===== src/rtl/uart_rx_pkg.sv =====
package uart_rx_pkg;

    typedef enum logic [2:0] {
        RX_IDLE,
        RX_START,
        RX_DATA,
        RX_PAR,
        RX_STOP
    } rx_state_e;

    typedef struct packed {
        logic [7:0] data;
        logic       start_err;
        logic       par_err;
        logic       frame_err;
    } rx_word_t;

    function automatic logic par_mismatch(input logic [7:0] d,
                                          input logic       pbit,
                                          input logic       odd);
        return (^d) ^ pbit ^ odd;
    endfunction

endpackage


===== src/rtl/uart_rx_sync.sv =====
module uart_rx_sync #(
    parameter int STAGES = 2
) (
    input  logic clk,
    input  logic rst,
    input  logic rx_in,
    output logic rx_s,
    output logic fall
);
    logic [STAGES-1:0] chain;
    logic              prev;

    always_ff @(posedge clk) begin
        if (rst) begin
            chain <= '1;
            prev  <= 1'b1;
        end else begin
            chain <= {chain[STAGES-2:0], rx_in};
            prev  <= chain[STAGES-1];
        end
    end

    assign rx_s = chain[STAGES-1];
    assign fall = prev & ~chain[STAGES-1];
endmodule


===== src/rtl/uart_rx_frame.sv =====
module uart_rx_frame
    import uart_rx_pkg::*;
#(
    parameter int OVS    = 16,
    parameter int DATA_W = 8
) (
    input  logic     clk,
    input  logic     rst,
    input  logic     tick,
    input  logic     rx_s,
    input  logic     fall,
    input  logic     bits8,
    input  logic     par_en,
    input  logic     par_odd,
    output logic     busy,
    output logic     xfer,
    output rx_word_t word
);
    localparam int CNT_W = $clog2(OVS);
    localparam int BN_W  = $clog2(DATA_W + 1);
    localparam logic [CNT_W-1:0] MID  = CNT_W'(OVS / 2 - 1);
    localparam logic [CNT_W-1:0] LAST = CNT_W'(OVS - 1);

    rx_state_e         state;
    logic [CNT_W-1:0]  cnt;
    logic [BN_W-1:0]   bitn;
    logic [DATA_W-1:0] shreg;
    logic              st_err;
    logic              pbit;
    logic [BN_W-1:0]   nbits;
    logic [7:0]        aligned;

    assign nbits   = bits8 ? BN_W'(DATA_W) : BN_W'(DATA_W - 1);
    assign aligned = bits8 ? shreg : {1'b0, shreg[DATA_W-1:1]};
    assign busy    = (state != RX_IDLE);

    always_ff @(posedge clk) begin
        if (rst) begin
            state  <= RX_IDLE;
            cnt    <= '0;
            bitn   <= '0;
            shreg  <= '0;
            st_err <= 1'b0;
            pbit   <= 1'b0;
            xfer   <= 1'b0;
            word   <= '0;
        end else begin
            xfer <= 1'b0;
            case (state)
                RX_IDLE: begin
                    if (fall) begin
                        state <= RX_START;
                        cnt   <= '0;
                    end
                end
                RX_START: if (tick) begin
                    if (cnt == MID) begin
                        st_err <= rx_s;
                        cnt    <= '0;
                        bitn   <= '0;
                        state  <= RX_DATA;
                    end else begin
                        cnt <= cnt + 1'b1;
                    end
                end
                RX_DATA: if (tick) begin
                    if (cnt == LAST) begin
                        shreg <= {rx_s, shreg[DATA_W-1:1]};
                        cnt   <= '0;
                        bitn  <= bitn + 1'b1;
                        if (bitn == nbits - 1'b1)
                            state <= par_en ? RX_PAR : RX_STOP;
                    end else begin
                        cnt <= cnt + 1'b1;
                    end
                end
                RX_PAR: if (tick) begin
                    if (cnt == LAST) begin
                        pbit  <= rx_s;
                        cnt   <= '0;
                        state <= RX_STOP;
                    end else begin
                        cnt <= cnt + 1'b1;
                    end
                end
                RX_STOP: if (tick) begin
                    if (cnt == LAST) begin
                        xfer           <= 1'b1;
                        word.data      <= aligned;
                        word.start_err <= st_err;
                        word.par_err   <= par_en & par_mismatch(aligned, pbit, par_odd);
                        word.frame_err <= ~rx_s;
                        cnt            <= '0;
                        state          <= RX_IDLE;
                    end else begin
                        cnt <= cnt + 1'b1;
                    end
                end
                default: state <= RX_IDLE;
            endcase
        end
    end
endmodule


===== src/rtl/uart_rx_regs.sv =====
module uart_rx_regs
    import uart_rx_pkg::*;
(
    input  logic       clk,
    input  logic       rst,
    input  logic       xfer,
    input  rx_word_t   word,
    input  logic       rd_data,
    input  logic       wr_status,
    output logic [7:0] data_q,
    output logic       full,
    output logic       overrun,
    output logic       start_err,
    output logic       par_err,
    output logic       frame_err,
    output logic       irq
);
    always_ff @(posedge clk) begin
        if (rst) begin
            data_q    <= '0;
            full      <= 1'b0;
            overrun   <= 1'b0;
            start_err <= 1'b0;
            par_err   <= 1'b0;
            frame_err <= 1'b0;
            irq       <= 1'b0;
        end else begin
            irq <= xfer;
            if (xfer) begin
                data_q    <= word.data;
                start_err <= word.start_err;
                par_err   <= word.par_err;
                frame_err <= word.frame_err;
                full      <= 1'b1;
            end else if (rd_data) begin
                full <= 1'b0;
            end
            if (xfer && full && !rd_data)
                overrun <= 1'b1;
            else if (wr_status)
                overrun <= 1'b0;
        end
    end
endmodule


===== src/rtl/uart_rx_status.sv =====
module uart_rx_status
    import uart_rx_pkg::*;
#(
    parameter int OVS         = 16,
    parameter int SYNC_STAGES = 2
) (
    input  logic       clk,
    input  logic       rst,
    input  logic       tick16,
    input  logic       rx_in,
    input  logic       cfg_bits8,
    input  logic       cfg_par_en,
    input  logic       cfg_par_odd,
    input  logic       bus_rd_data,
    input  logic       bus_wr_status,
    output logic [7:0] data_out,
    output logic       stat_busy,
    output logic       stat_full,
    output logic       stat_overrun,
    output logic       stat_start_err,
    output logic       stat_parity_err,
    output logic       stat_frame_err,
    output logic       irq_rx
);
    localparam int DATA_W = 8;

    logic     rx_s;
    logic     fall;
    logic     xfer;
    rx_word_t word;

    uart_rx_sync #(.STAGES(SYNC_STAGES)) u_sync (
        .clk   (clk),
        .rst   (rst),
        .rx_in (rx_in),
        .rx_s  (rx_s),
        .fall  (fall)
    );

    uart_rx_frame #(.OVS(OVS), .DATA_W(DATA_W)) u_frame (
        .clk     (clk),
        .rst     (rst),
        .tick    (tick16),
        .rx_s    (rx_s),
        .fall    (fall),
        .bits8   (cfg_bits8),
        .par_en  (cfg_par_en),
        .par_odd (cfg_par_odd),
        .busy    (stat_busy),
        .xfer    (xfer),
        .word    (word)
    );

    uart_rx_regs u_regs (
        .clk       (clk),
        .rst       (rst),
        .xfer      (xfer),
        .word      (word),
        .rd_data   (bus_rd_data),
        .wr_status (bus_wr_status),
        .data_q    (data_out),
        .full      (stat_full),
        .overrun   (stat_overrun),
        .start_err (stat_start_err),
        .par_err   (stat_parity_err),
        .frame_err (stat_frame_err),
        .irq       (irq_rx)
    );
endmodule


===== config.mk =====
export PLATFORM = sky130hd
export DESIGN_NAME = uart_rx_status
export DESIGN_NICKNAME = d
export VERILOG_FILES = /design/src/rtl/uart_rx_pkg.sv /design/src/rtl/uart_rx_sync.sv /design/src/rtl/uart_rx_frame.sv /design/src/rtl/uart_rx_regs.sv /design/src/rtl/uart_rx_status.sv
export SDC_FILE = /design/constraint.sdc
export NUM_CORES = 1
export LEC_CHECK = 0
export BUFFER_PORTS_ARGS = -buffer_cell sky130_fd_sc_hd__buf_4
export CAP_MARGIN = 40
export CORE_UTILIZATION = 52
export DETAILED_ROUTE_END_ITERATION = 10
export GPL_TIMING_DRIVEN = 0
export PLACE_DENSITY = 0.75
export SLEW_MARGIN = 20
export SYNTH_ARGS = -nofsm -noshare
export SYNTH_HDL_FRONTEND = slang
export SYNTH_SLANG_ARGS = --single-unit

===== constraint.sdc =====
create_clock -name clk -period 1.5 [get_ports clk]
set_input_delay 0.15 -clock clk [delete_from_list [all_inputs] [get_ports clk]]
set_output_delay 0.15 -clock clk [all_outputs]
set_load 0.02 [all_outputs]

==> implementation parameters <==
Parameter                              Value

Status
  Result of the run    complete, but fails checks
  Violated checks    setup timing

Floorplanning
  Y dimension of the die    68.1 um
  X dimension of the die    68.1 um
  Starting Density    0.556
  Core Footprint    4090 um^2
  I/O pin count    24
  Overall die area    4640 um^2
  Num rows    23

Critical path
  Reg2reg setup slack    -110 ps
  Crit path kind    reg2reg
  Data required, critical path    1680 ps
  Worst R2R End    u_frame.shreg[7]
  Largest delay contributor family on the critical path    simple AND/OR/NAND/NOR gates
  Critical Path Max Stage Delay    380 ps
  CP Data Arrival Time    1790 ps
  Stages on the worst setup path    6
  Capturing instance or port of the critical path    u_frame.shreg[7]
  Setup crit end kind    register
  Highest net fanout along the worst path    5
  Ordered cell list for the critical path    ha_4, nand4_1, nor3_4, buf_4, mux2i_1, nor2_1
  Cell with the largest stage delay on the worst path    dfxtp_4
  Crit path from    u_frame.cnt[0]
  Worst path buffer plus inverter count    1
  R2r worst-path depth    6
  Startpoint types    register
  R2r startpoint    u_frame.cnt[0]

Cells and area
  Post-synthesis to final-layout area growth    32.0%
  Filler Cells Inserted    293
  Core Util, Final    0.734
  NumNets Final    297
  Commonest cells after routing, fill and taps aside    44 x dfxtp_1, 38 x nor2_1, 36 x buf_4
  Share of post-route cells with drive strength above 1    0.355
  Cell Count, Final, Fillers Out    337
  Antenna Diode Count    0
  Most common cell after layout, fill and taps aside    dfxtp_1

Logic synthesis
  Register area share after synthesis    0.441
  Number of cells produced by synthesis    238
  Netlist Area Pre-Place    2270 um^2
  Net count after synthesis    249
  Mux contribution to synthesized area    0.123
  Count of unique library cells instantiated by Yosys    47
  Adder and majority gate portion of the synthesized area    0.0110
  Simple-gate area share of the yosys netlist    0.207
  Syn avg cell area    9.55 um^2
  Async set-or-reset flop fraction in the synthesized netlist    0
  XOR/XNOR Fraction of Synth Area    0.0485
  Cell type with the largest total area after synthesis    dfxtp_1
  Post-synth EDFFs    0
  Compound-Gate Fraction of Synth Area    0.128
  Fraction of post-synthesis cell area in the top cell type by area    0.441
  Synth warnings    0
  Synthesized flop and latch total    50
  Most used DFF post-synth    dfxtp_1
  Synth area leaders    dfxtp_1 44%, mux2i_1 12%, nor2_1 6.6%, a211oi_1 3.6%, xnor2_1 3.1%
  Combinational family with the most area after synthesis    simple AND/OR/NAND/NOR gates

Detailed routing
  Residual antenna-violating net count after detailed routing    0
  DRC marker count from the first detailed-route iteration    87
  Vias    1967
  Number of DRC violations after detailed routing    0
  Routed WL per cell    16.3 um
  1st-pass router iterations    4
  Avg Vias per Cell    5.84
  Routed Wire Length    5500 um

Pwr
  VDD IR-drop max    0.707 mV
  P per Cell Area    798 nW/um^2
  Static leakage    1.12 nW
  Total Power    2.39 mW

Clocking
  TritonCTS clock tree    yes
  Worst-path clk slew    90 ps
  Worst-Skew Late Latency    300 ps
  Inserted Clock Buffers    5
  Clock Sinks    50
  Cell chosen for the clock root    clkbuf_8
  Maximum root-to-sink buffer count    2
  Hold-fix buffer count after cts    0
  H-tree depth    2

Place
  Setup slack after placement    -202 ps
  Gpl congestion    0.821
  HPWL Detailed    3210 um
  Placed Cells incl. Taps    310
  Number of I/O port buffers    22

Global routing
  Wire length of the first global-routing pass    7920 um
  Antenna violations before repair    0
  Number of global-route vias before repair    1721
  Pin count of the biggest net entering global routing    16
  Total track usage    0.235
  Remaining Overflow, GRT    0

Worst hold path
  Number of cells on the worst hold path    2
  Hold Path Class    in2reg

Timing
  Clock skew    5.50 ps
  Number of failing setup endpoints in the final timing report    25
  Endpoints failing hold    0
  Pins Over Slew Limit    0
  Final critical-path required period    1610 ps
  Part of the cycle the worst path needs    1.08
  Final WS setup    -113 ps
  Fmax    0.620 GHz
  Worst slew margin relative to its limit    0.541
  Setup repair after global routing missed its margin    yes
  Slew at the pin closest to its max-slew limit    689 ps

Flow run
  Maxcap violations    0
## power by group
group	internal, mW	switching, mW	total [mW]
combinational	0.108	0.129	0.237
clock	0.371	0.445	0.816
sequential	1.33	0.00857	1.34
## area by class of cell
type	count	area (um^2)	share of cell area
timing repair buffer	41	355	0.118
clock inverter	2	12.5	0.00417
inverter	1	3.75	0.00125
tap	50	62.6	0.0209
sequential	50	1020	0.339
buffer	16	129	0.0430
clock buffer	6	82.6	0.0275
multi-input combinational	171	1340	0.446
## worst min-delay path by stage
stage	slack, ps	start	end
after floorplan	250	rx_in	u_sync.chain[0]
after global placement	340	rx_in	u_sync.chain[0]
after detailed placement	340	rx_in	u_sync.chain[0]
after CTS	20	rx_in	u_sync.chain[0]
after global routing	20	rx_in	u_sync.chain[0]
final	30	rx_in	u_sync.chain[0]
## repair_timing
| item | in CTS | in global routing |
|---|---|---|
| pin swaps | 23 | 17 |
| endpoints found under the hold margin | 0 | 0 |
| resized for setup | 30 | 26 |
| gates cloned | 2 | 1 |
| endpoints found under the setup margin | 36 | 33 |
| buffers inserted | 10 | 8 |
## routing by layer
layer | share of wire | global-route usage | routed length, um | vias up
met1 | 0.44 | 0.292 | 2430 | 959
met5 | 0 | 0 | 0 | -
met2 | 0.49 | 0.381 | 2720 | 57
met3 | 0.043 | 0.0500 | 237 | 10
li1 | - | - | - | 941
met4 | 0.021 | 0.120 | 113 | 0
## state kept, by name (all words and copies together), names as in the netlist, 2 cells and up
register / cells
u_frame.state: 3
u_regs.data_q: 8
u_frame.word: 11
u_frame.cnt: 4
u_frame.shreg: 8
u_sync.chain: 2
u_frame.bitn: 4
## metrics by stage
stage          hold WS [ps]  setup TNS, ps  area, um^2
5_1_grt                18.8          -3410        3000
2_1_floorplan           254          -24.3        2300
3_3_place_gp            336          -2770        2520
4_1_cts                23.4           -885        2870
3_5_place_dp            338          -3380        2520
6_report               28.0          -1290        3000
## worst register-to-register path: cells and delay by family (launching register included)
| family | cells | cell delay, ps |
|---|---|---|
| AND/OR/NAND/NOR | 3 | 570 |
| adder cells (fa/ha/maj) | 1 | 140 |
| flip-flops | 1 | 380 |
| multiplexers | 1 | 190 |
| buffers and inverters | 1 | 200 |
## cell families after synthesis
| logic type | Yosys count |
|---|---|
| and+or+nand+nor | 92 |
| xor gates and xnor gates | 11 |
| AOI/OAI and AO/OA | 38 |
| muxes | 28 |
| DFF | 50 |
| buffers and inverters | 17 |
| adders and majority gates | 2 |
## synthesized netlist by cell type (2+ instances only)
cell type,number
dfxtp_1,50
nor2_1,40
mux2i_1,28
nand2_1,14
a211oi_1,11
nand3_1,11
clkbuf_1,8
xnor2_1,8
a21oi_1,7
a31oi_1,3
buf_2,3
buf_4,3
nand3b_1,3
nor2b_1,3
nor3_1,3
or2_2,3
or3_1,3
a22oi_1,2
a311oi_1,2
buf_6,2
ha_1,2
nand2b_1,2
o21ai_0,2
xor2_1,2
No activity file was read; power rests on OpenSTA's default activity.
